--- config.mk ---
export PLATFORM = sky130hd
export DESIGN_NAME = cache_block_ctrl
export DESIGN_NICKNAME = d
export VERILOG_FILES = /design/src/rtl/cbc_pkg.sv /design/src/rtl/cbc_queue_ctr.sv /design/src/rtl/cbc_block_fsm.sv /design/src/rtl/cbc_alloc_stamp.sv /design/src/rtl/cache_block_ctrl.sv
export SDC_FILE = /design/constraint.sdc
export NUM_CORES = 1
export LEC_CHECK = 0
export BUFFER_PORTS_ARGS = -buffer_cell sky130_fd_sc_hd__buf_2
export CAP_MARGIN = 30
export CORE_MARGIN = 1
export CORE_UTILIZATION = 50
export DETAILED_ROUTE_END_ITERATION = 10
export PLACE_DENSITY = 0.73
export SLEW_MARGIN = 20
export SYNTH_ARGS = -nofsm -noshare
export SYNTH_HDL_FRONTEND = slang
export SYNTH_SLANG_ARGS = --single-unit
--- constraint.sdc ---
create_clock -name clk -period 19.6 [get_ports clk]
set_clock_uncertainty 0.05 [all_clocks]
set_input_delay 3.92 -clock clk [delete_from_list [all_inputs] [get_ports clk]]
set_output_delay 3.92 -clock clk [all_outputs]
set_load 0.03 [all_outputs]
--- src/rtl/cbc_pkg.sv ---
package cbc_pkg;
    localparam int NCAUSE = 3;

    typedef enum logic [1:0] {
        CZ_MISS = 2'd0,
        CZ_WBUF = 2'd1,
        CZ_TGT  = 2'd2
    } cause_e;

    typedef enum logic {
        ST_OPEN    = 1'b0,
        ST_STALLED = 1'b1
    } blk_state_e;
endpackage

--- src/rtl/cbc_queue_ctr.sv ---
module cbc_queue_ctr #(
    parameter int DEPTH = 4
) (
    input  logic clk,
    input  logic rst_n,
    input  logic alloc,
    input  logic svc,
    output logic accept,
    output logic full,
    output logic set_req,
    output logic clr_req
);
    localparam int CNT_W = $clog2(DEPTH + 1);
    localparam logic [CNT_W-1:0] DEPTH_C = CNT_W'(DEPTH);

    logic [CNT_W-1:0] count_q;
    logic [CNT_W-1:0] count_nx;
    logic             release_ok;

    always_comb begin
        full       = (count_q == DEPTH_C);
        accept     = alloc && !full;
        release_ok = svc && (count_q != '0);
        count_nx   = count_q + {{(CNT_W-1){1'b0}}, accept}
                             - {{(CNT_W-1){1'b0}}, release_ok};
        set_req    = accept && (count_nx == DEPTH_C);
        clr_req    = release_ok && full && (count_nx != DEPTH_C);
    end

    always_ff @(posedge clk) begin
        if (!rst_n) count_q <= '0;
        else        count_q <= count_nx;
    end

    // occupancy can never pass the depth
    assert_no_overflow_R3: assert property (@(posedge clk) disable iff (!rst_n)
        count_q <= DEPTH_C);

    // a full queue keeps its count when only an allocation arrives
    assert_refuse_full_R3: assert property (@(posedge clk) disable iff (!rst_n)
        (full && alloc && !svc) |=> full);
endmodule

--- src/rtl/cbc_block_fsm.sv ---
module cbc_block_fsm
    import cbc_pkg::*;
#(
    parameter int STAT_W = 32
) (
    input  logic                     clk,
    input  logic                     rst_n,
    input  logic [NCAUSE-1:0]        set_in,
    input  logic [NCAUSE-1:0]        clr_in,
    output logic                     blocked,
    output logic [NCAUSE-1:0]        mask,
    output logic [NCAUSE*STAT_W-1:0] evt_flat,
    output logic [NCAUSE*STAT_W-1:0] cyc_flat
);
    localparam int CZ_W = 2;

    blk_state_e        state_q, state_nx;
    logic [NCAUSE-1:0] mask_q, mask_nx;
    logic [STAT_W-1:0] now_q, stamp_q;
    logic              go_start, go_release;
    logic [CZ_W-1:0]   first_cz, last_cz;
    logic [NCAUSE-1:0] dropped;

    logic [STAT_W-1:0] evt_q [NCAUSE];
    logic [STAT_W-1:0] cyc_q [NCAUSE];

    // next mask and state transitions
    always_comb begin
        mask_nx    = (mask_q | set_in) & ~clr_in;
        state_nx   = state_q;
        go_start   = 1'b0;
        go_release = 1'b0;
        unique case (state_q)
            ST_OPEN: begin
                if (mask_nx != '0) begin       // START
                    state_nx = ST_STALLED;
                    go_start = 1'b1;
                end
            end
            ST_STALLED: begin
                if (mask_nx == '0) begin       // RELEASE
                    state_nx   = ST_OPEN;
                    go_release = 1'b1;
                end                            // else HOLD
            end
            default: state_nx = ST_OPEN;
        endcase
    end

    // cause selection: lowest opener, highest closer
    always_comb begin
        dropped  = clr_in & mask_q;
        first_cz = '0;
        for (int c = NCAUSE - 1; c >= 0; c--) begin
            if (mask_nx[c]) first_cz = CZ_W'(c);
        end
        last_cz = '0;
        for (int c = 0; c < NCAUSE; c++) begin
            if (dropped[c]) last_cz = CZ_W'(c);
        end
    end

    // state register
    always_ff @(posedge clk) begin
        if (!rst_n) begin
            state_q <= ST_OPEN;
            mask_q  <= '0;
            now_q   <= '0;
            stamp_q <= '0;
        end else begin
            state_q <= state_nx;
            mask_q  <= mask_nx;
            now_q   <= now_q + 1'b1;
            if (go_start) stamp_q <= now_q;
        end
    end

    // per-cause statistics
    for (genvar c = 0; c < NCAUSE; c++) begin : g_stat
        always_ff @(posedge clk) begin
            if (!rst_n) begin
                evt_q[c] <= '0;
                cyc_q[c] <= '0;
            end else begin
                if (go_start && first_cz == CZ_W'(c))
                    evt_q[c] <= evt_q[c] + 1'b1;
                if (go_release && last_cz == CZ_W'(c))
                    cyc_q[c] <= cyc_q[c] + (now_q - stamp_q);
            end
        end
        assign evt_flat[c*STAT_W +: STAT_W] = evt_q[c];
        assign cyc_flat[c*STAT_W +: STAT_W] = cyc_q[c];
    end

    // outputs
    always_comb begin
        blocked = (state_q == ST_STALLED);
        mask    = mask_q;
    end

    logic [STAT_W-1:0] evt_total, cyc_total;
    always_comb begin
        evt_total = '0;
        cyc_total = '0;
        for (int c = 0; c < NCAUSE; c++) begin
            evt_total = evt_total + evt_q[c];
            cyc_total = cyc_total + cyc_q[c];
        end
    end

    // stall state tracks a nonempty mask
    assert_blocked_mask_R2: assert property (@(posedge clk) disable iff (!rst_n)
        blocked == (mask_q != '0));

    // each stall opening counts exactly once
    assert_evt_once_R9: assert property (@(posedge clk) disable iff (!rst_n)
        (blocked && !$past(blocked)) |-> evt_total == $past(evt_total) + 1'b1);

    // no count while the port stays stalled
    assert_evt_hold_R9: assert property (@(posedge clk) disable iff (!rst_n)
        (blocked && $past(blocked)) |-> $stable(evt_total));

    // a release always charges some cycles
    assert_cyc_charge_R10: assert property (@(posedge clk) disable iff (!rst_n)
        (!blocked && $past(blocked)) |-> cyc_total != $past(cyc_total));
endmodule

--- src/rtl/cbc_alloc_stamp.sv ---
module cbc_alloc_stamp
    import cbc_pkg::*;
#(
    parameter int ADDR_W    = 32,
    parameter int SIZE_W    = 8,
    parameter int ORD_W     = 16,
    parameter int BLK_BYTES = 64
) (
    input  logic              clk,
    input  logic              rst_n,
    input  logic              ms_acc,
    input  logic              ms_cacheable,
    input  logic [ADDR_W-1:0] ms_addr,
    input  logic [SIZE_W-1:0] ms_size,
    input  logic              ms_bus,
    input  logic              wb_acc,
    input  logic [ADDR_W-1:0] wb_addr,
    input  logic [SIZE_W-1:0] wb_size,
    input  logic              wb_bus,
    input  logic              retry_wait,
    output logic              ms_grant,
    output logic [ADDR_W-1:0] ms_gnt_addr,
    output logic [SIZE_W-1:0] ms_gnt_size,
    output logic [ORD_W-1:0]  ms_gnt_order,
    output logic              wb_grant,
    output logic [ADDR_W-1:0] wb_gnt_addr,
    output logic [SIZE_W-1:0] wb_gnt_size,
    output logic [ORD_W-1:0]  wb_gnt_order,
    output logic              bus_req,
    output logic [1:0]        bus_cause
);
    localparam logic [ADDR_W-1:0] BLK_MASK = ~(ADDR_W'(BLK_BYTES - 1));
    localparam logic [SIZE_W-1:0] BLK_SIZE = SIZE_W'(BLK_BYTES);

    logic [ORD_W-1:0]  ord_q;
    logic [ORD_W-1:0]  wb_ord;
    logic [ADDR_W-1:0] ms_addr_eff;
    logic [SIZE_W-1:0] ms_size_eff;
    logic              ms_wants, wb_wants;

    always_comb begin
        wb_ord      = ord_q + {{(ORD_W-1){1'b0}}, ms_acc};
        ms_addr_eff = ms_cacheable ? (ms_addr & BLK_MASK) : ms_addr;
        ms_size_eff = ms_cacheable ? BLK_SIZE : ms_size;
        ms_wants    = ms_acc && ms_bus;
        wb_wants    = wb_acc && wb_bus;
    end

    always_ff @(posedge clk) begin
        if (!rst_n) begin
            ord_q        <= '0;
            ms_grant     <= 1'b0;
            wb_grant     <= 1'b0;
            bus_req      <= 1'b0;
            bus_cause    <= CZ_MISS;
            ms_gnt_addr  <= '0;
            ms_gnt_size  <= '0;
            ms_gnt_order <= '0;
            wb_gnt_addr  <= '0;
            wb_gnt_size  <= '0;
            wb_gnt_order <= '0;
        end else begin
            ord_q    <= wb_ord + {{(ORD_W-1){1'b0}}, wb_acc};
            ms_grant <= ms_acc;
            wb_grant <= wb_acc;
            if (ms_acc) begin
                ms_gnt_addr  <= ms_addr_eff;
                ms_gnt_size  <= ms_size_eff;
                ms_gnt_order <= ord_q;
            end
            if (wb_acc) begin
                wb_gnt_addr  <= wb_addr;
                wb_gnt_size  <= wb_size;
                wb_gnt_order <= wb_ord;
            end
            bus_req <= (ms_wants || wb_wants) && !retry_wait;
            if (ms_wants || wb_wants)
                bus_cause <= ms_wants ? CZ_MISS : CZ_WBUF;
        end
    end

    // a same-cycle pair takes consecutive numbers, miss first
    assert_order_pair_R6: assert property (@(posedge clk) disable iff (!rst_n)
        (ms_grant && wb_grant) |-> wb_gnt_order == ms_gnt_order + 1'b1);

    // no bus request out of a retry-wait cycle
    assert_bus_retry_R8: assert property (@(posedge clk) disable iff (!rst_n)
        bus_req |-> $past(!retry_wait));

    // cause code stays inside the two queue codes
    assert_bus_cause_R8: assert property (@(posedge clk) disable iff (!rst_n)
        bus_req |-> bus_cause != CZ_TGT);
endmodule

--- src/rtl/cache_block_ctrl.sv ---
module cache_block_ctrl
    import cbc_pkg::*;
#(
    parameter int ADDR_W    = 32,
    parameter int SIZE_W    = 8,
    parameter int ORD_W     = 16,
    parameter int STAT_W    = 32,
    parameter int BLK_BYTES = 64,
    parameter int MS_DEPTH  = 4,
    parameter int WB_DEPTH  = 3
) (
    input  logic                     clk,
    input  logic                     rst_n,
    input  logic                     ms_alloc,
    input  logic                     ms_cacheable,
    input  logic [ADDR_W-1:0]        ms_addr,
    input  logic [SIZE_W-1:0]        ms_size,
    input  logic                     ms_bus,
    input  logic                     ms_svc,
    input  logic                     wb_alloc,
    input  logic [ADDR_W-1:0]        wb_addr,
    input  logic [SIZE_W-1:0]        wb_size,
    input  logic                     wb_bus,
    input  logic                     wb_svc,
    input  logic                     tgt_set,
    input  logic                     tgt_clr,
    input  logic                     retry_wait,
    output logic                     cpu_blocked,
    output logic [NCAUSE-1:0]        block_mask,
    output logic                     ms_full,
    output logic                     wb_full,
    output logic                     ms_grant,
    output logic [ADDR_W-1:0]        ms_gnt_addr,
    output logic [SIZE_W-1:0]        ms_gnt_size,
    output logic [ORD_W-1:0]         ms_gnt_order,
    output logic                     wb_grant,
    output logic [ADDR_W-1:0]        wb_gnt_addr,
    output logic [SIZE_W-1:0]        wb_gnt_size,
    output logic [ORD_W-1:0]         wb_gnt_order,
    output logic                     bus_req,
    output logic [1:0]               bus_cause,
    output logic [NCAUSE*STAT_W-1:0] stall_events,
    output logic [NCAUSE*STAT_W-1:0] stall_cycles
);
    logic              ms_acc, wb_acc;
    logic              ms_set, ms_clr, wb_set, wb_clr;
    logic [NCAUSE-1:0] set_vec, clr_vec;

    cbc_queue_ctr #(.DEPTH(MS_DEPTH)) u_ms_q (
        .clk(clk), .rst_n(rst_n), .alloc(ms_alloc), .svc(ms_svc),
        .accept(ms_acc), .full(ms_full), .set_req(ms_set), .clr_req(ms_clr)
    );

    cbc_queue_ctr #(.DEPTH(WB_DEPTH)) u_wb_q (
        .clk(clk), .rst_n(rst_n), .alloc(wb_alloc), .svc(wb_svc),
        .accept(wb_acc), .full(wb_full), .set_req(wb_set), .clr_req(wb_clr)
    );

    always_comb begin
        set_vec = '0;
        clr_vec = '0;
        set_vec[CZ_MISS] = ms_set;
        clr_vec[CZ_MISS] = ms_clr;
        set_vec[CZ_WBUF] = wb_set;
        clr_vec[CZ_WBUF] = wb_clr;
        set_vec[CZ_TGT]  = tgt_set && !tgt_clr;
        clr_vec[CZ_TGT]  = tgt_clr && !tgt_set;
    end

    cbc_block_fsm #(.STAT_W(STAT_W)) u_fsm (
        .clk(clk), .rst_n(rst_n), .set_in(set_vec), .clr_in(clr_vec),
        .blocked(cpu_blocked), .mask(block_mask),
        .evt_flat(stall_events), .cyc_flat(stall_cycles)
    );

    cbc_alloc_stamp #(
        .ADDR_W(ADDR_W), .SIZE_W(SIZE_W), .ORD_W(ORD_W), .BLK_BYTES(BLK_BYTES)
    ) u_stamp (
        .clk(clk), .rst_n(rst_n),
        .ms_acc(ms_acc), .ms_cacheable(ms_cacheable), .ms_addr(ms_addr),
        .ms_size(ms_size), .ms_bus(ms_bus),
        .wb_acc(wb_acc), .wb_addr(wb_addr), .wb_size(wb_size), .wb_bus(wb_bus),
        .retry_wait(retry_wait),
        .ms_grant(ms_grant), .ms_gnt_addr(ms_gnt_addr), .ms_gnt_size(ms_gnt_size),
        .ms_gnt_order(ms_gnt_order),
        .wb_grant(wb_grant), .wb_gnt_addr(wb_gnt_addr), .wb_gnt_size(wb_gnt_size),
        .wb_gnt_order(wb_gnt_order),
        .bus_req(bus_req), .bus_cause(bus_cause)
    );

    // a full miss queue always shows in mask bit 0
    assert_ms_full_bit_R3: assert property (@(posedge clk) disable iff (!rst_n)
        ms_full == block_mask[CZ_MISS]);

    // a full write buffer always shows in mask bit 1
    assert_wb_full_bit_R3: assert property (@(posedge clk) disable iff (!rst_n)
        wb_full == block_mask[CZ_WBUF]);

    // no grant follows an allocation into a full queue
    assert_no_grant_full_R3: assert property (@(posedge clk) disable iff (!rst_n)
        (ms_alloc && ms_full) |=> !ms_grant);
endmodule

==> summary.txt <==
Yosys
  • Post-synthesis async set-or-reset flop share: 0%
  • Syn Area/Cell: 8.94 µm²
  • Synth warnings: 0
  • Post-synthesis cell type count: 74
  • Syn Inst Count: about 2500
  • Seq/Total Area, Yosys: ~45%
  • Post-synth EDFFs: 192
  • Synthesized area: 22200 µm²
  • Synth Net Count: 2718
  • Synth Register Bits: 397
  • Ys flop type: dfxtp_1

Timing
  • Fin. Hold Viols: 0
  • Max Slew Vio Count: 0
  • Slew margin rel.: around 50%
  • Post-route minimum period: 7210 ps
  • Least-Margin Pin Slew: between 700 and 800 ps
  • Setup TNS Final: 0 ps
  • Max Freq: 0.139 GHz
  • Final setup violating endpoints: 0
  • Unrepaired setup endpoints after global routing: no
  • Fin crit share: 36.8%

Critical path
  • WP data required: just under 20000 ps
  • R2R Setup Slk: 13970 ps
  • Reg-to-Reg End: u_fsm.cyc_q[1][28]$_SDFFCE_PN0P_
  • CP startpoint kind: input pin
  • Setup crit end kind: flop
  • Critical Path Fanout Max: 36
  • Worst EP arrival: ~7500 ps
  • CP Class: in2reg
  • R2r worst-path depth: 24
  • R2R Path Start: u_fsm.now_q[0]$_SDFF_PN0_

Placement
  • RePlAce Congestion: 0.889
  • IO buf count: about 400
  • Placed Area: between 20000 and 25000 µm²
  • DP Wirelength: between 40000 and 50000 µm

Pwr
  • Pleak: around 11 nW
  • PD cells: about 130 nW/µm²
  • VDD IR-drop max: about 89 µV

Worst hold path
  • Worst Hold Class: reg2reg
  • Hold path depth: 2
  • Worst hold start: u_stamp.ms_gnt_addr[23]$_SDFFE_PN0N_
  • WHS Endpoint: u_stamp.ms_gnt_addr[23]$_SDFFE_PN0N_

GRT
  • First-pass GRT wire length: 91600 µm
  • Initial antenna violation count: 1
  • Pin count of the biggest net entering global routing: about 100
  • Total GRT Usage: approximately 25%
  • Number of global-route vias before repair: between 15000 and 20000
  • Overflow after GRT: 0

Route
  • Post-route ant nets: 0
  • Drt total wl: 58500 µm
  • Initial DRT Pass Iterations: 5
  • Iter 0 DRT Violations: between 1000 and 1500
  • Routed vias/inst: 5.47
  • DR WL/cell: about 17 µm
  • Via count: roughly 19000
  • DRC errors left: 0

Finish
  • FF+latch area: roughly 10000 µm²
  • Final #Nets: between 3000 and 4000
  • P&R area growth vs syn: 19.1%
  • Share of cells above drive strength 1: between 10% and 20%
  • Multi-input logic area: 11700 µm²
  • Fillers: approximately 3800
  • Design Area, Final: 26400 µm²

CTS
  • Root Buffer: clkbuf_16
  • # H-tree levels: 2
  • # Post-CTS Setup Buffers: 0
  • Total CTS buffers: between 40 and 50
  • CTS Hold Bufs: 0
  • Clock transition at the registers of the reported paths: around 60 ps
  • Max clock buf depth: 3
  • Post-CTS sizing: 0
  • CTS tree: built
  • CTS Sinks: between 300 and 400
  • Clock latency on the worst-skew pair: 580 ps

Floorplan
  • Boundary Pins: between 400 and 500
  • Initial core utilization: slightly above 50%
  • Area of the die: 45200 µm²
  • Die Wd: 213 µm
  • Row Count: between 70 and 80
  • Die Ht: 213 µm
  • Core ar.: 43400 µm²

Run status
  • Status: completed

Job
  • Max-cap viol count: 0
## routing by layer
metal	track usage [%]	up-vias	part of all wire, %
li1	-	9404	-
met1	31.6	8966	42
met2	42.1	557	48
met3	4.37	117	5.5
met4	10.2	2	3.6
met5	0	-	0.017
## cell usage after synthesis (5+ instances only)
cell type / count / area share, %
a211oi_1: 28 / 0.95
fa_1: 5 / 0.45
edfxtp_1: 192 / 26
nand3b_1: 15 / 0.51
dfxtp_1: 205 / 19
and2_1: 23 / 0.65
clkbuf_1: 82 / 1.4
o21bai_1: 20 / 0.68
a21oi_1: 254 / 5.7
nand2_1: 375 / 6.3
o21a_1: 17 / 0.58
nor2b_1: 19 / 0.54
nor2_1: 317 / 5.4
nand3_1: 77 / 1.7
xor2_1: 138 / 5.5
nand4_1: 33 / 0.93
a21o_1: 49 / 1.7
o21ai_0: 73 / 1.6
ha_1: 141 / 8.0
and3_1: 48 / 1.4
a31oi_1: 13 / 0.37
nand2b_1: 16 / 0.45
xnor2_1: 108 / 4.3
o211ai_1: 7 / 0.24
or2_2: 8 / 0.23
inv_1: 87 / 1.5
or3_1: 21 / 0.59
nor3_1: 28 / 0.63
## power by group
group / switching (mW) / internal, mW
registers: 0.126 / 1.03
clock network: 0.361 / 0.515
logic: 0.959 / 0.501
## state kept, by name, summed over array words and instances, names as in the netlist, 8 cells and up
register              cells
u_fsm.evt_q              96
u_fsm.cyc_q              96
u_stamp.wb_gnt_order     16
u_stamp.ms_gnt_order     16
u_fsm.stamp_q            32
u_stamp.ms_gnt_addr      32
u_stamp.wb_gnt_addr      32
u_stamp.ms_gnt_size       8
u_fsm.now_q              32
u_stamp.ord_q            16
u_stamp.wb_gnt_size       8
## final cells by class
type,instances,area share (%)
diodes,3,0.0284
clock buffers,59,5.09
clock inverters,22,0.801
inverters,88,1.27
multi-input cells,1907,44.1
flip-flops and latches,397,37.4
well taps,585,2.77
repair buffers,424,8.51
## cell families after synthesis
kind of cell               share of synthesized area [%]
AOI/OAI and AO/OA                                   14.1
xor gates and xnor gates                            9.89
adders and majority gates                           8.45
buffers and inverters                               3.01
DFF                                                 44.5
muxes                                             0.0452
other                                             0.0169
and+or+nand+nor                                     20.0
## how the worst max path moves through the flow
stage,startpoint,end,slack [ps],depth (start not counted)
floorplan,ms_alloc,u_fsm.cyc_q[2][0]$_SDFFCE_PN0P_,10410,15
global placement,ms_alloc,u_fsm.cyc_q[0][4]$_SDFFCE_PN0P_,11660,16
detailed placement,ms_alloc,u_fsm.evt_q[0][29]$_SDFFCE_PN0P_,11860,13
CTS,ms_alloc,u_fsm.evt_q[0][29]$_SDFFCE_PN0P_,12480,13
global route,ms_alloc,u_fsm.cyc_q[1][29]$_SDFFCE_PN0P_,12190,17
finish,ms_alloc,u_fsm.cyc_q[1][29]$_SDFFCE_PN0P_,12390,17
## critical path, stage by stage
cell and delay (ps):
buf_2 110, nor2b_4 140, inv_1 60, ha_1 280
inv_1 40, ha_1 180, fa_1 390, xnor2_1 250
nand2_1 90, a311oi_1 640, nor3b_2 230, and3_1 260
nand3_1 90, buf_4 370, nor4_1 120, nor3_1 210
nand2_1 70
## cell usage in the layout, fill, tap and decap left out, drive strengths merged, types with 7 or more instances in the layout
master	synthesis	routed
nand4	33	33
nor2b	19	19
a31oi	13	13
ha	141	141
dfxtp	205	205
a211oi	29	29
nor3	28	28
a21oi	254	254
clkbuf	82	59
o211ai	7	7
clkinv	0	11
xnor2	109	109
nand3	77	77
o21a	17	17
buf	6	424
o21bai	20	20
nand2b	16	16
nand2	375	375
o21ai	78	78
a21o	49	49
or3	21	21
or2	9	9
nor2	318	318
edfxtp	192	192
xor2	138	138
inv	88	93
and2	23	23
and3	48	48
nand3b	15	15
## stage by stage
step / worst slack, ps / power, mW / utilization (%) / hold WS (ps) / instances
after global routing: 12190 / 3.69 / 60.9 / 418 / 3482
after detailed placement: 11860 / 2.61 / 57.1 / 393 / 3398
after global placement: 11660 / 2.57 / 57.0 / 385 / 3394
final: 12390 / 3.49 / 60.9 / 400 / 3485
after CTS: 12480 / 3.50 / 60.7 / 402 / 3479
after floorplan: 10410 / 2.22 / - / 386 / 2480
Note: power is estimated with default switching activity, not from simulation.
